[src/rtl/gf2m_pkg.sv]
package gf2m_pkg;

  // One row of the fold map: x^(M+j) mod P, for M up to 31.
  typedef logic [31:0] gf_row_t;

  // Residue of x^(m+j) modulo x^m + taps, computed by repeated doubling.
  function automatic gf_row_t fold_row(int m, gf_row_t taps, int j);
    gf_row_t r;
    gf_row_t mask;
    logic    carry;
    mask = (gf_row_t'(1) << m) - gf_row_t'(1);
    r    = taps & mask;
    for (int s = 0; s < j; s++) begin
      carry = r[m-1];
      r     = (r << 1) & mask;
      if (carry) r = r ^ (taps & mask);
    end
    return r;
  endfunction

  // Lowest operand index that contributes to product coefficient k.
  function automatic int pp_lo(int k, int m);
    return (k > m - 1) ? (k - m + 1) : 0;
  endfunction

  // Highest operand index that contributes to product coefficient k.
  function automatic int pp_hi(int k, int m);
    return (k < m - 1) ? k : (m - 1);
  endfunction

endpackage

[src/rtl/gf2_xor_tree.sv]
// Balanced parity tree of two-input XOR gates; depth is ceil(log2(N)).
module gf2_xor_tree #(
  parameter int N = 4
) (
  input  logic [N-1:0] d_i,
  output logic         y_o
);
  localparam int LV = $clog2(N);
  localparam int P2 = 1 << LV;

  for (genvar k = 0; k <= LV; k++) begin : lv_g
    localparam int W = P2 >> k;
    logic [W-1:0] v;
    if (k == 0) begin : g_leaf
      assign v = W'(d_i);
    end else begin : g_node
      for (genvar i = 0; i < W; i++) begin : g_x
        assign v[i] = lv_g[k-1].v[2*i] ^ lv_g[k-1].v[2*i+1];
      end
    end
  end

  assign y_o = lv_g[LV].v[0];
endmodule

[src/rtl/gf2m_pmul.sv]
// Carry-less product: AND array, one XOR tree per product coefficient.
module gf2m_pmul
  import gf2m_pkg::*;
#(
  parameter int M = 8
) (
  input  logic [M-1:0]   a_i,
  input  logic [M-1:0]   b_i,
  output logic [2*M-2:0] p_o
);
  localparam int PW = 2 * M - 1;

  for (genvar k = 0; k < PW; k++) begin : coef_g
    localparam int LO  = pp_lo(k, M);
    localparam int HI  = pp_hi(k, M);
    localparam int CNT = HI - LO + 1;
    logic [CNT-1:0] term;
    for (genvar j = 0; j < CNT; j++) begin : and_g
      assign term[j] = a_i[LO+j] & b_i[k-LO-j];
    end
    gf2_xor_tree #(.N(CNT)) u_sum (
      .d_i (term),
      .y_o (p_o[k])
    );
  end
endmodule

[src/rtl/gf2m_reduce.sv]
// Folds coefficients M..2M-2 back into M bits through a fixed fold map.
module gf2m_reduce
  import gf2m_pkg::*;
#(
  parameter int      M    = 8,
  parameter gf_row_t TAPS = 32'h1B
) (
  input  logic [2*M-2:0] p_i,
  output logic [M-1:0]   c_o
);
  localparam int UPN = M - 1;

  for (genvar i = 0; i < M; i++) begin : out_g
    logic [UPN:0] sel;
    assign sel[0] = p_i[i];
    for (genvar j = 0; j < UPN; j++) begin : up_g
      localparam gf_row_t ROW = fold_row(M, TAPS, j);
      if (ROW[i]) begin : g_tap
        assign sel[j+1] = p_i[M+j];
      end else begin : g_none
        assign sel[j+1] = 1'b0;
      end
    end
    gf2_xor_tree #(.N(UPN + 1)) u_fold (
      .d_i (sel),
      .y_o (c_o[i])
    );
  end
endmodule

[src/rtl/gf2m_ostage.sv]
// Reset release synchroniser plus optional result register.
module gf2m_ostage #(
  parameter int M       = 8,
  parameter bit REG_OUT = 1'b1
) (
  input  logic         clk,
  input  logic         rst_n,
  input  logic         vld_i,
  input  logic [M-1:0] d_i,
  output logic         vld_o,
  output logic [M-1:0] d_o
);
  logic rel_q1;
  logic rel_q2;

  always_ff @(posedge clk or negedge rst_n) begin
    if (!rst_n) begin
      rel_q1 <= 1'b0;
      rel_q2 <= 1'b0;
    end else begin
      rel_q1 <= 1'b1;
      rel_q2 <= rel_q1;
    end
  end

  if (REG_OUT) begin : g_reg
    logic         vld_d;
    logic         vld_q;
    logic         cap_en;
    logic [M-1:0] res_d;
    logic [M-1:0] res_q;

    always_comb begin
      vld_d  = vld_i;
      cap_en = vld_i;
      res_d  = d_i;
    end

    always_ff @(posedge clk or negedge rel_q2) begin
      if (!rel_q2) begin
        vld_q <= 1'b0;
        res_q <= '0;
      end else begin
        vld_q <= vld_d;
        if (cap_en) res_q <= res_d;
      end
    end

    assign vld_o = vld_q;
    assign d_o   = res_q;
  end else begin : g_comb
    assign vld_o = vld_i & rel_q2;
    assign d_o   = d_i;
  end
endmodule

[src/rtl/gf2m_mult_top.sv]
module gf2m_mult_top
  import gf2m_pkg::*;
#(
  parameter int      M       = 8,
  parameter gf_row_t TAPS    = 32'h1B,
  parameter bit      REG_OUT = 1'b1
) (
  input  logic         clk,
  input  logic         rst_n,
  input  logic         in_valid,
  input  logic [M-1:0] a_i,
  input  logic [M-1:0] b_i,
  output logic         out_valid,
  output logic [M-1:0] c_o
);
  localparam int PW = 2 * M - 1;

  logic [PW-1:0] raw_prod;
  logic [M-1:0]  red_prod;

  gf2m_pmul #(.M(M)) u_pmul (
    .a_i (a_i),
    .b_i (b_i),
    .p_o (raw_prod)
  );

  gf2m_reduce #(.M(M), .TAPS(TAPS)) u_reduce (
    .p_i (raw_prod),
    .c_o (red_prod)
  );

  gf2m_ostage #(.M(M), .REG_OUT(REG_OUT)) u_ostage (
    .clk   (clk),
    .rst_n (rst_n),
    .vld_i (in_valid),
    .d_i   (red_prod),
    .vld_o (out_valid),
    .d_o   (c_o)
  );
endmodule

[config.mk]
export PLATFORM = sky130hd
export DESIGN_NAME = gf2m_mult_top
export DESIGN_NICKNAME = d
export VERILOG_FILES = /design/src/rtl/gf2m_pkg.sv /design/src/rtl/gf2_xor_tree.sv /design/src/rtl/gf2m_pmul.sv /design/src/rtl/gf2m_reduce.sv /design/src/rtl/gf2m_ostage.sv /design/src/rtl/gf2m_mult_top.sv
export SDC_FILE = /design/constraint.sdc
export NUM_CORES = 1
export LEC_CHECK = 0
export BUFFER_PORTS_ARGS = -buffer_cell sky130_fd_sc_hd__buf_2
export CORE_ASPECT_RATIO = 1.75
export CORE_MARGIN = 8
export CORE_UTILIZATION = 50
export DETAILED_ROUTE_END_ITERATION = 7
export PLACE_DENSITY_LB_ADDON = 0.3
export SLEW_MARGIN = 10
export SYNTH_ARGS = -nofsm -noshare
export SYNTH_HDL_FRONTEND = slang
export SYNTH_SLANG_ARGS = --single-unit
[constraint.sdc]
create_clock -name clk -period 0.9 [get_ports clk]
set_input_delay 0.09 -clock clk [delete_from_list [all_inputs] [get_ports clk]]
set_output_delay 0.09 -clock clk [all_outputs]
set_load 0.05 [all_outputs]
==> results of run 1 <==
## flip-flops by register name (all words and copies together) (netlist names)
register         cells
u_ostage.d_o         8
u_ostage.rel_q1      1
u_ostage.rel_q2      1
u_ostage.vld_o       1
## cell type report
type	instances	area, µm²	share of cell area [%]
Sequential cell	11	275.3	11.33
Multi-Input combinational cell	145	1346	55.41
Tap cell	27	33.78	1.390
Clock buffer	4	45.04	1.854
Timing Repair Buffer	72	729.5	30.02
## worst max-delay path by stage
stage / from / to / slack (ns)
detailed placement: a_i[7] / u_ostage.d_o[3] / -0.96
floorplan: a_i[7] / u_ostage.d_o[3] / -0.82
global placement: a_i[7] / u_ostage.d_o[3] / -0.91
CTS: b_i[6] / u_ostage.d_o[3] / -0.58
finish: b_i[2] / u_ostage.d_o[3] / -0.71
global route: a_i[7] / u_ostage.d_o[3] / -0.72
## routing by layer
| layer | wire [µm] | part of all wire, % | global-route usage (%) | vias up |
|---|---|---|---|---|
| met2 | 3262 | 56 | 37.79 | 82 |
| li1 | - | - | - | 640 |
| met5 | 0 | 0 | 0 | - |
| met3 | 348 | 6.0 | 3.221 | 24 |
| met4 | 329 | 5.6 | 10.55 | 0 |
| met1 | 1903 | 33 | 17.61 | 739 |
## power groups by stage
stage / registers (W) / clock network (W) / logic [W]
2_1_floorplan: 0.00144 / 0 / 0.00146
3_3_place_gp: 0.000790 / 0 / 0.00268
3_5_place_dp: 0.000805 / 0 / 0.00273
4_1_cts: 0.000847 / 0.000507 / 0.00327
5_1_grt: 0.000885 / 0.000521 / 0.00393
6_report: 0.000867 / 0.000507 / 0.00381
## what timing repair did
item | in CTS | in global routing
setup endpoints to repair | 17 | 13
resized for setup | 70 | 42
hold buffers | 1 | 0
buffers inserted | 6 | 4
pin swaps | 16 | 19
endpoints found under the hold margin | 2 | 0
gates cloned | 1 | 0
## worst max-delay path, stage by stage
cell and delay, ns:
buf_6 0.12, buf_4 0.15, nand2_1 0.08, xnor3_1 0.25
xnor3_2 0.33, xnor3_1 0.28, xnor2_1 0.17, mux2_4 0.27
## cells in the mapped netlist (2+ instances only)
| library cell | n | area (µm²) |
|---|---|---|
| nand2_1 | 63 | 236.5 |
| xnor2_1 | 36 | 315.3 |
| xor2_1 | 19 | 166.4 |
| dfrtp_1 | 11 | 275.3 |
| clkbuf_1 | 10 | 37.54 |
| xnor3_1 | 7 | 157.7 |
| buf_2 | 5 | 25.02 |
| a21oi_1 | 4 | 20.02 |
| nor2_1 | 4 | 15.01 |
| mux2_2 | 3 | 33.78 |
| buf_6 | 2 | 22.52 |
## through the flow
stage / utilization, % / hold slack (ns)
2_1_floorplan: - / -0.2056
3_3_place_gp: 66.65 / -0.1237
3_5_place_dp: 66.65 / -0.1204
4_1_cts: 81.16 / 0.07534
5_1_grt: 90.33 / 0.09161
6_report: 90.33 / 0.08228
## logic make-up (layout without fill, tap and decap cells)
kind of cell	count (synthesis)	in the layout	synth area share (%)
simple gates	71	71	20.04
xor+xnor	64	64	48.76
buf+inv	17	76	6.028
flops	11	11	19.50
compound gates	5	5	1.951
mux	4	4	3.457
other cells	1	1	0.2657
## cell usage in the layout, fill, tap and decap left out, drive strengths merged
| cell type | Yosys | final |
|---|---|---|
| a21oi | 4 | 4 |
| buf | 7 | 70 |
| bufbuf | 0 | 1 |
| clkbuf | 10 | 4 |
| conb | 1 | 1 |
| dfrtp | 11 | 11 |
| dlygate4sd3 | 0 | 1 |
| mux2 | 4 | 4 |
| nand2 | 64 | 64 |
| nand3b | 1 | 1 |
| nand4bb | 1 | 1 |
| nor2 | 4 | 4 |
| nor2b | 1 | 1 |
| o211ai | 1 | 1 |
| xnor2 | 36 | 36 |
| xnor3 | 8 | 8 |
| xor2 | 19 | 19 |
| xor3 | 1 | 1 |
==> results_dict.tcl, run 1 <==
set metrics [dict create \
    outcome "finished, violations left" \
    violations "setup timing" \
    hp-start "in_valid" \
    setup_viol 11 \
    syn-cell-area_um2 1411 \
    maxCapViolations 0 \
    cts_max_path_buffers 2 \
    cp-start-kind "input pin" \
    r2r-end "u_ostage.d_o[6]" \
    wirelength_um 5843 \
    required_ns 1.03 \
    min_path_type "in2reg" \
    dp.cells 244 \
    yosysUniqueCellTypes 20 \
    fin_cells 259 \
    grt_max_degree 10 \
    regToRegSetupSlack_ns 0.07 \
    antenna_found_initial 0 \
    portBuffers 27 \
    switchingPower_w 0.002317 \
    timing.fmax_mhz 622.1 \
    grtUsageTotal_pct 19.20 \
    postLayoutSetupSlackWorst_ns -0.7074 \
    clkPwrFrac_pct 9.8 \
    antenna_cells 0 \
    ys_async_sr_fraction_pct 100.0 \
    drtAntennaViolNets 0 \
    cts_buffers 3 \
    initial_core_util_pct 52.47 \
    nNetsFinal 252 \
    htreeDepth 1 \
    crit_arrival_ns 1.74 \
    cp_max_fo 7 \
    reg2reg_depth 3 \
    viasPerCell 5.734 \
    finalClockSkew_ns 0.001002 \
    tns_ns -4.748 \
    yosysSeqAreaShare_pct 19.50 \
    drc 0 \
    fp.dieW_um 56.16 \
    clk_latency_ns 0.25 \
    r2r_start "u_ostage.d_o[6]" \
    synthFlopType "dfrtp_1" \
    cts-root-buf "clkbuf_8" \
    pre_cts_slack_ns -0.9586 \
    rsz0062_at_grt "yes" \
    stdcell_area_um2 2430 \
    core_um2 2690 \
    hold_end "u_ostage.vld_o" \
    p_total_w 0.005179 \
    grt_pass1_vias 1546 \
    final_layout_size_suffix_gt1_share_pct 50.86 \
    clk_pin_slew_ns 0.05 \
    cts_tree "built" \
    place_area_um2 1793 \
    yosysWarnings 0 \
    seqPwrFrac_pct 16.7 \
    routedWlPerCell_um 22.56 \
    hold_depth 1 \
    hpwl_um 3214 \
    ir_drop_uv 2408 \
    min_period_ns 1.607 \
    gp_congestion 0.8808 \
    syn2layout_area_growth_pct 72.16 \
    syn_inst 173 \
    nFillCells 112 \
    post-route-period-util_pct 178.6 \
    p_int_w 0.002862 \
    drv_slew 0 \
    dieArea_um2 4845 \
    syn_area_per_cell_um2 8.158 \
    clock-sinks 11 \
    share_comb_of_total_power_pct 73.5 \
    finalHoldViolations 0 \
    grt-ovfl-total 0 \
    ys_seq_elements 11 \
    row_count 25 \
    synth_edf_count 0 \
    crit_type "in2reg" \
    vias 1485 \
    ioPinCount 28 \
    worst_setup_path_end_kind "flip-flop" \
    die_h_um 86.28 \
    power.density_nw_per_um2 2131 \
    dr.pass1.iters 5 \
    drt_iter0_drc 92 \
    p_sw_share_pct 44.73 \
    grt_pass1_wl_um 7514 \
    synth_nets 192 \
    total_leakage_power_nw 1.195 \
]
No activity file was read; power rests on OpenSTA's default activity.
==> run 2, diff against run 1 <==
--- a/config.mk
+++ b/config.mk
@@ -10,6 +10,7 @@
 export CORE_MARGIN = 8
 export CORE_UTILIZATION = 50
 export DETAILED_ROUTE_END_ITERATION = 7
+export MAX_ROUTING_LAYER = met4
 export PLACE_DENSITY_LB_ADDON = 0.3
 export SLEW_MARGIN = 10
 export SYNTH_ARGS = -nofsm -noshare
==> results_dict.tcl, run 2 (synthesis gave the netlist of run 1 again) <==
set metrics [dict create \
    drv_slew 0 \
    largest_reg_flops 8 \
    fp.dieW_um 56.16 \
    wl_met1_um 1702 \
    post-route-period-util_pct 174.4 \
    grt_pass1_wl_um 6886 \
    cts_tree "built" \
    grtUsageTotal_pct 18.17 \
    p_total_w 0.005018 \
    die_h_um 86.28 \
    drt_iter0_drc 92 \
    gp_congestion 0.9003 \
    grt_max_degree 12 \
    core_um2 2690 \
    power.density_nw_per_um2 2101 \
    finalClockSkew_ns 0.001042 \
    stdcell_area_um2 2389 \
    routedWlPerCell_um 20.50 \
    antenna_found_initial 0 \
    nNetsFinal 250 \
    place_area_um2 1793 \
    postLayoutSetupSlackWorst_ns -0.6698 \
    cp-start-kind "input pin" \
    rsz0062_at_grt "yes" \
    pre_cts_slack_ns -0.9940 \
    row_count 25 \
    cts_buffers 3 \
    hpwl_um 3105 \
    dieArea_um2 4845 \
    layout_commonest_cell "nand2_1" \
    clk_latency_ns 0.24 \
    initial_core_util_pct 52.47 \
    clk_pin_slew_ns 0.05 \
    nFillCells 102 \
    cts-root-buf "clkbuf_8" \
    min_period_ns 1.570 \
    ir_drop_uv 2361 \
    viasPerCell 5.603 \
    finalHoldViolations 0 \
    worst_setup_path_end_kind "flip-flop" \
    crit_arrival_ns 1.69 \
    cp_max_fo 6 \
    portBuffers 27 \
    wirelength_um 5268 \
    cts_max_path_buffers 2 \
    timing.fmax_mhz 637.0 \
    setup_viol 9 \
    vias 1440 \
    dr.pass1.iters 4 \
    regArea_um2 275.3 \
    grt_pass1_vias 1464 \
    total_leakage_power_nw 1.165 \
    crit_type "in2reg" \
    clock-sinks 11 \
    required_ns 1.02 \
    maxCapViolations 0 \
    outcome "finished, violations left" \
    syn2layout_area_growth_pct 69.24 \
    ioPinCount 28 \
    min_path_type "in2reg" \
    drc 0 \
    violations "setup timing" \
    met2WireLength_um 2903 \
    antenna_cells 0 \
    fin_util_pct 88.79 \
    top_layer_used "met4" \
    final_layout_size_suffix_gt1_share_pct 53.48 \
    multi_input_area_um2 1346 \
    drtAntennaViolNets 0 \
    whs_ns 0.08974 \
    dr_wl_met3_um 305 \
    mostFrequentLayoutCells "nand2_1 (44), buf_4 (34), xnor2_1 (22), buf_6 (22), nand2_2 (15)" \
    grt-ovfl-total 0 \
    htreeDepth 1 \
]
## run 2: timing repair
item | CTS | global route
pin swaps | 17 | 19
gates resized for setup | 73 | 34
buffers inserted | 5 | 3
hold buffers | 1 | 0
gates cloned | 0 | 1
setup endpoints to repair | 17 | 13
endpoints found under the hold margin | 2 | 0
## run 2: area by class of cell
cell class,count,share of cell area [%]
clock buffer,4,1.886
multi-input combinational,145,56.36
sequential,11,11.52
tap,27,1.414
timing repair buffer,70,28.81
## run 2: worst max-delay path: stages
cell and delay (ns):
buf_12 0.12, nor2b_4 0.12, o211ai_1 0.22, xor2_1 0.31
xnor3_1 0.40, xnor2_1 0.16, mux2_4 0.27
## run 2: through the flow
stage	TNS (ns)	std cells
2_1_floorplan	-4.899	173
3_3_place_gp	-6.354	244
3_5_place_dp	-6.803	244
4_1_cts	-3.967	253
5_1_grt	-4.859	257
6_report	-4.466	257
## run 2: final timing paths
check	startpoint	end	slack [ns]	depth (start not counted)
min in group asynchronous	u_ostage.rel_q2	u_ostage.d_o[1]	0.14	0
worst min-delay path	in_valid	u_ostage.vld_o	0.09	1
max in group asynchronous	u_ostage.rel_q2	u_ostage.d_o[3]	0.50	0
worst max-delay path	a_i[7]	u_ostage.d_o[3]	-0.67	7
worst min register to register	u_ostage.rel_q2	u_ostage.d_o[1]	0.14	0
worst max register to register	u_ostage.d_o[0]	u_ostage.d_o[0]	0.09	1
## run 2: report_power, final
part	leakage, nW	internal (W)	switching, W
Clock	0.0228	0.000310	0.000179
Sequential	0.126	0.000692	0.000171
Combinational	1.02	0.00180	0.00187
Total	1.16	0.00280	0.00222
## run 2: layer usage
layer / GRT usage, % / vias to the layer above
li1: - / 634
met1: 16.19 / 696
met2: 35.16 / 79
met3: 3.514 / 31
met4: 8.352 / 0
met5: - / -
==> run 3, diff against run 2 <==
--- a/config.mk
+++ b/config.mk
@@ -15,4 +15,5 @@
 export SLEW_MARGIN = 10
 export SYNTH_ARGS = -nofsm -noshare
 export SYNTH_HDL_FRONTEND = slang
+export SYNTH_HIERARCHICAL = 1
 export SYNTH_SLANG_ARGS = --single-unit
==> results_dict.tcl, run 3 <==
set metrics [dict create \
    outcome "finished, violations left" \
    violations "setup timing" \
    maxCapViolations 0 \
    synthMostInstantiatedCell "xnor2_1" \
    yosysWarnings 6 \
    wirelength_um 4076 \
    antenna_cells 0 \
    required_ns 1.02 \
    clock-sinks 11 \
    largest_reg_flops 8 \
    synth_top_area_cell "xnor2_1" \
    drt_iter0_drc 17 \
    post-route-period-util_pct 189.2 \
    row_count 29 \
    timing.fmax_mhz 587.3 \
    ys_seq_elements 11 \
    drtAntennaViolNets 0 \
    stdcell_area_um2 2670 \
    hpwl_um 3085 \
    switchingPower_w 0.002243 \
    p_sw_share_pct 41.28 \
    syn_area_per_cell_um2 9.928 \
    gp_congestion 0.7984 \
    ioPinCount 28 \
    clk_latency_ns 0.24 \
    grtUsageTotal_pct 14.87 \
    final_layout_size_suffix_gt1_share_pct 40.23 \
    nFillCells 261 \
    grt_pass1_vias 1468 \
    finalClockSkew_ns 0.001764 \
    synthFlopType "dfrtp_1" \
    worst_setup_path_end_kind "flip-flop" \
    clkPwrFrac_pct 9.0 \
    core_um2 3556 \
    grt_pass1_wl_um 6437 \
    slowest_stage "xnor3_1" \
    r2r_start "u_ostage/d_o[1]" \
    cts_max_path_buffers 2 \
    p_int_w 0.003191 \
    grt_busiest_layer "met2" \
    yosysUniqueCellTypes 11 \
    vias 1347 \
    pre_cts_slack_ns -1.094 \
    grt_use_met1_pct 13.13 \
    clk_pin_slew_ns 0.05 \
    cts-root-buf "clkbuf_8" \
    syn-cell-area_um2 1817 \
    min_path_type "in2reg" \
    initial_core_util_pct 51.09 \
    grt-ovfl-total 0 \
    rsz0062_at_grt "yes" \
    power.density_nw_per_um2 2035 \
    hp-start "in_valid" \
    share_comb_of_total_power_pct 75.0 \
    path_cells "buf_8 > and2_4 > xnor3_1 > xnor3_2 > xnor2_2 > xnor2_1 > xnor2_1 > mux2_4" \
    postLayoutSetupSlackWorst_ns -0.8028 \
    synth_common_cells "xnor2_1 (68), and2_1 (64), xor2_1 (15), dfrtp_1 (11)" \
    syn2layout_area_growth_pct 46.97 \
    synth_edf_count 0 \
    cts_tree "built" \
    portBuffers 27 \
    synth_area_leaders "xnor2_1 (33%), and2_1 (22%), dfrtp_1 (15%)" \
    finalHoldViolations 0 \
    cpPeakStageDelay_ns 0.37 \
    setup_viol 8 \
    synth_top_area_share_pct 32.78 \
    syn_inst 183 \
    seqPwrFrac_pct 16.0 \
    grtUsageMet3_pct 1.071 \
    ys_async_sr_fraction_pct 100.0 \
    grt_max_degree 10 \
    htreeDepth 1 \
    crit_type "in2reg" \
    yosysSeqAreaShare_pct 15.15 \
    multi_input_area_um2 1871 \
    dieArea_um2 5894 \
    min_period_ns 1.703 \
    nNetsFinal 276 \
    fp.dieW_um 61.57 \
    cp-startpoint "b_i[6]" \
    grt_use_met2_pct 29.08 \
    total_leakage_power_nw 1.219 \
    ir_drop_uv 1673 \
    crit_arrival_ns 1.82 \
    routedWlPerCell_um 13.50 \
    place_area_um2 2236 \
    drc 0 \
    viasPerCell 4.460 \
    regArea_um2 276.5 \
    antenna_found_initial 0 \
    mostFrequentLayoutCells "and2_1 (50), xnor2_1 (50), conb_1 (28)" \
    drv_slew 0 \
    dr.pass1.iters 3 \
    cts_buffers 3 \
    crit_path_frequent_cell "xnor2_1" \
    cp_max_fo 5 \
    cp-start-kind "input pin" \
    die_h_um 95.74 \
]
==> run 3: cell types whose count changed after synthesis, moves of 4 or more <==
cell,change
xnor2_1,+32
nand2_1,-63
clkbuf_1,-10
nor2_1,-4
xor2_1,-4
and2_1,+64
buf_2,-5
a21oi_1,-4
mux2_4,+7
==> run 3: critical path, delay by kind of cell <==
| kind | cells | cell delay, ns |
|---|---|---|
| and+or+nand+nor | 1 | 0.14 |
| xor gates and xnor gates | 5 | 1.24 |
| muxes | 1 | 0.26 |
| buffers and inverters | 1 | 0.10 |
==> run 3: power groups by stage <==
stage	Clock (W)	Sequential, W	Combinational (W)
floorplan	0	0.00148	0.00218
global placement	0	0.000812	0.00338
detailed placement	0	0.000822	0.00345
CTS	0.000487	0.000850	0.00387
global route	0.000527	0.000897	0.00431
finish	0.000490	0.000869	0.00408
==> run 3: stage by stage <==
step	utilization, %	TNS, ns	hold WS, ns	instances	power, W
floorplan	-	-5.191	-0.2056	209	0.003655
global placement	62.88	-8.099	-0.1262	295	0.004194
detailed placement	62.88	-8.253	-0.1236	295	0.004273
CTS	71.25	-5.921	0.1235	301	0.005208
global route	75.09	-6.508	0.1217	302	0.005739
finish	75.09	-5.933	0.1223	302	0.005434
==> run 3: kinds of logic (layout without fill, tap and decap cells) <==
kind of cell	Yosys count	after routing	synth area share, %
xor+xnor	95	95	54.34
simple gates	64	64	22.04
flops	11	11	15.15
mux	8	8	6.612
buf+inv	3	50	1.446
other cells	2	28	0.4134
==> run 3: path summary, 6_finish.rpt <==
path	cells after the start	end	slack [ns]
setup / recovery	8	u_ostage/d_o[3]	-0.80
hold / removal	1	u_ostage/vld_o	0.12
min in group asynchronous	0	u_ostage/d_o[4]	0.14
hold reg to reg	0	u_ostage/d_o[4]	0.14
max in group asynchronous	0	u_ostage/d_o[6]	0.48
setup reg to reg	1	u_ostage/d_o[1]	0.11
==> run 3: layer usage <==
metal	up-vias	wire length [µm]	share of wire, %
li1	676	-	-
met1	628	1380	34
met2	32	2430	60
met3	11	103	2.5
met4	0	161	3.9
met5	-	0	0
==> run 3: layout make-up <==
class | instances | area share, %
flip-flops and latches | 11 | 10.36
multi-input cells | 195 | 70.06
well taps | 46 | 2.156
clock buffers | 4 | 1.687
repair buffers | 46 | 15.75
==> run 3: repair_timing <==
action / 4_1_cts / 5_1_grt
hold buffers: 1 / 0
pin swaps: 30 / 22
buffers inserted: 2 / 1
endpoints found under the hold margin: 2 / 0
endpoints found under the setup margin: 16 / 16
gates resized for setup: 58 / 26
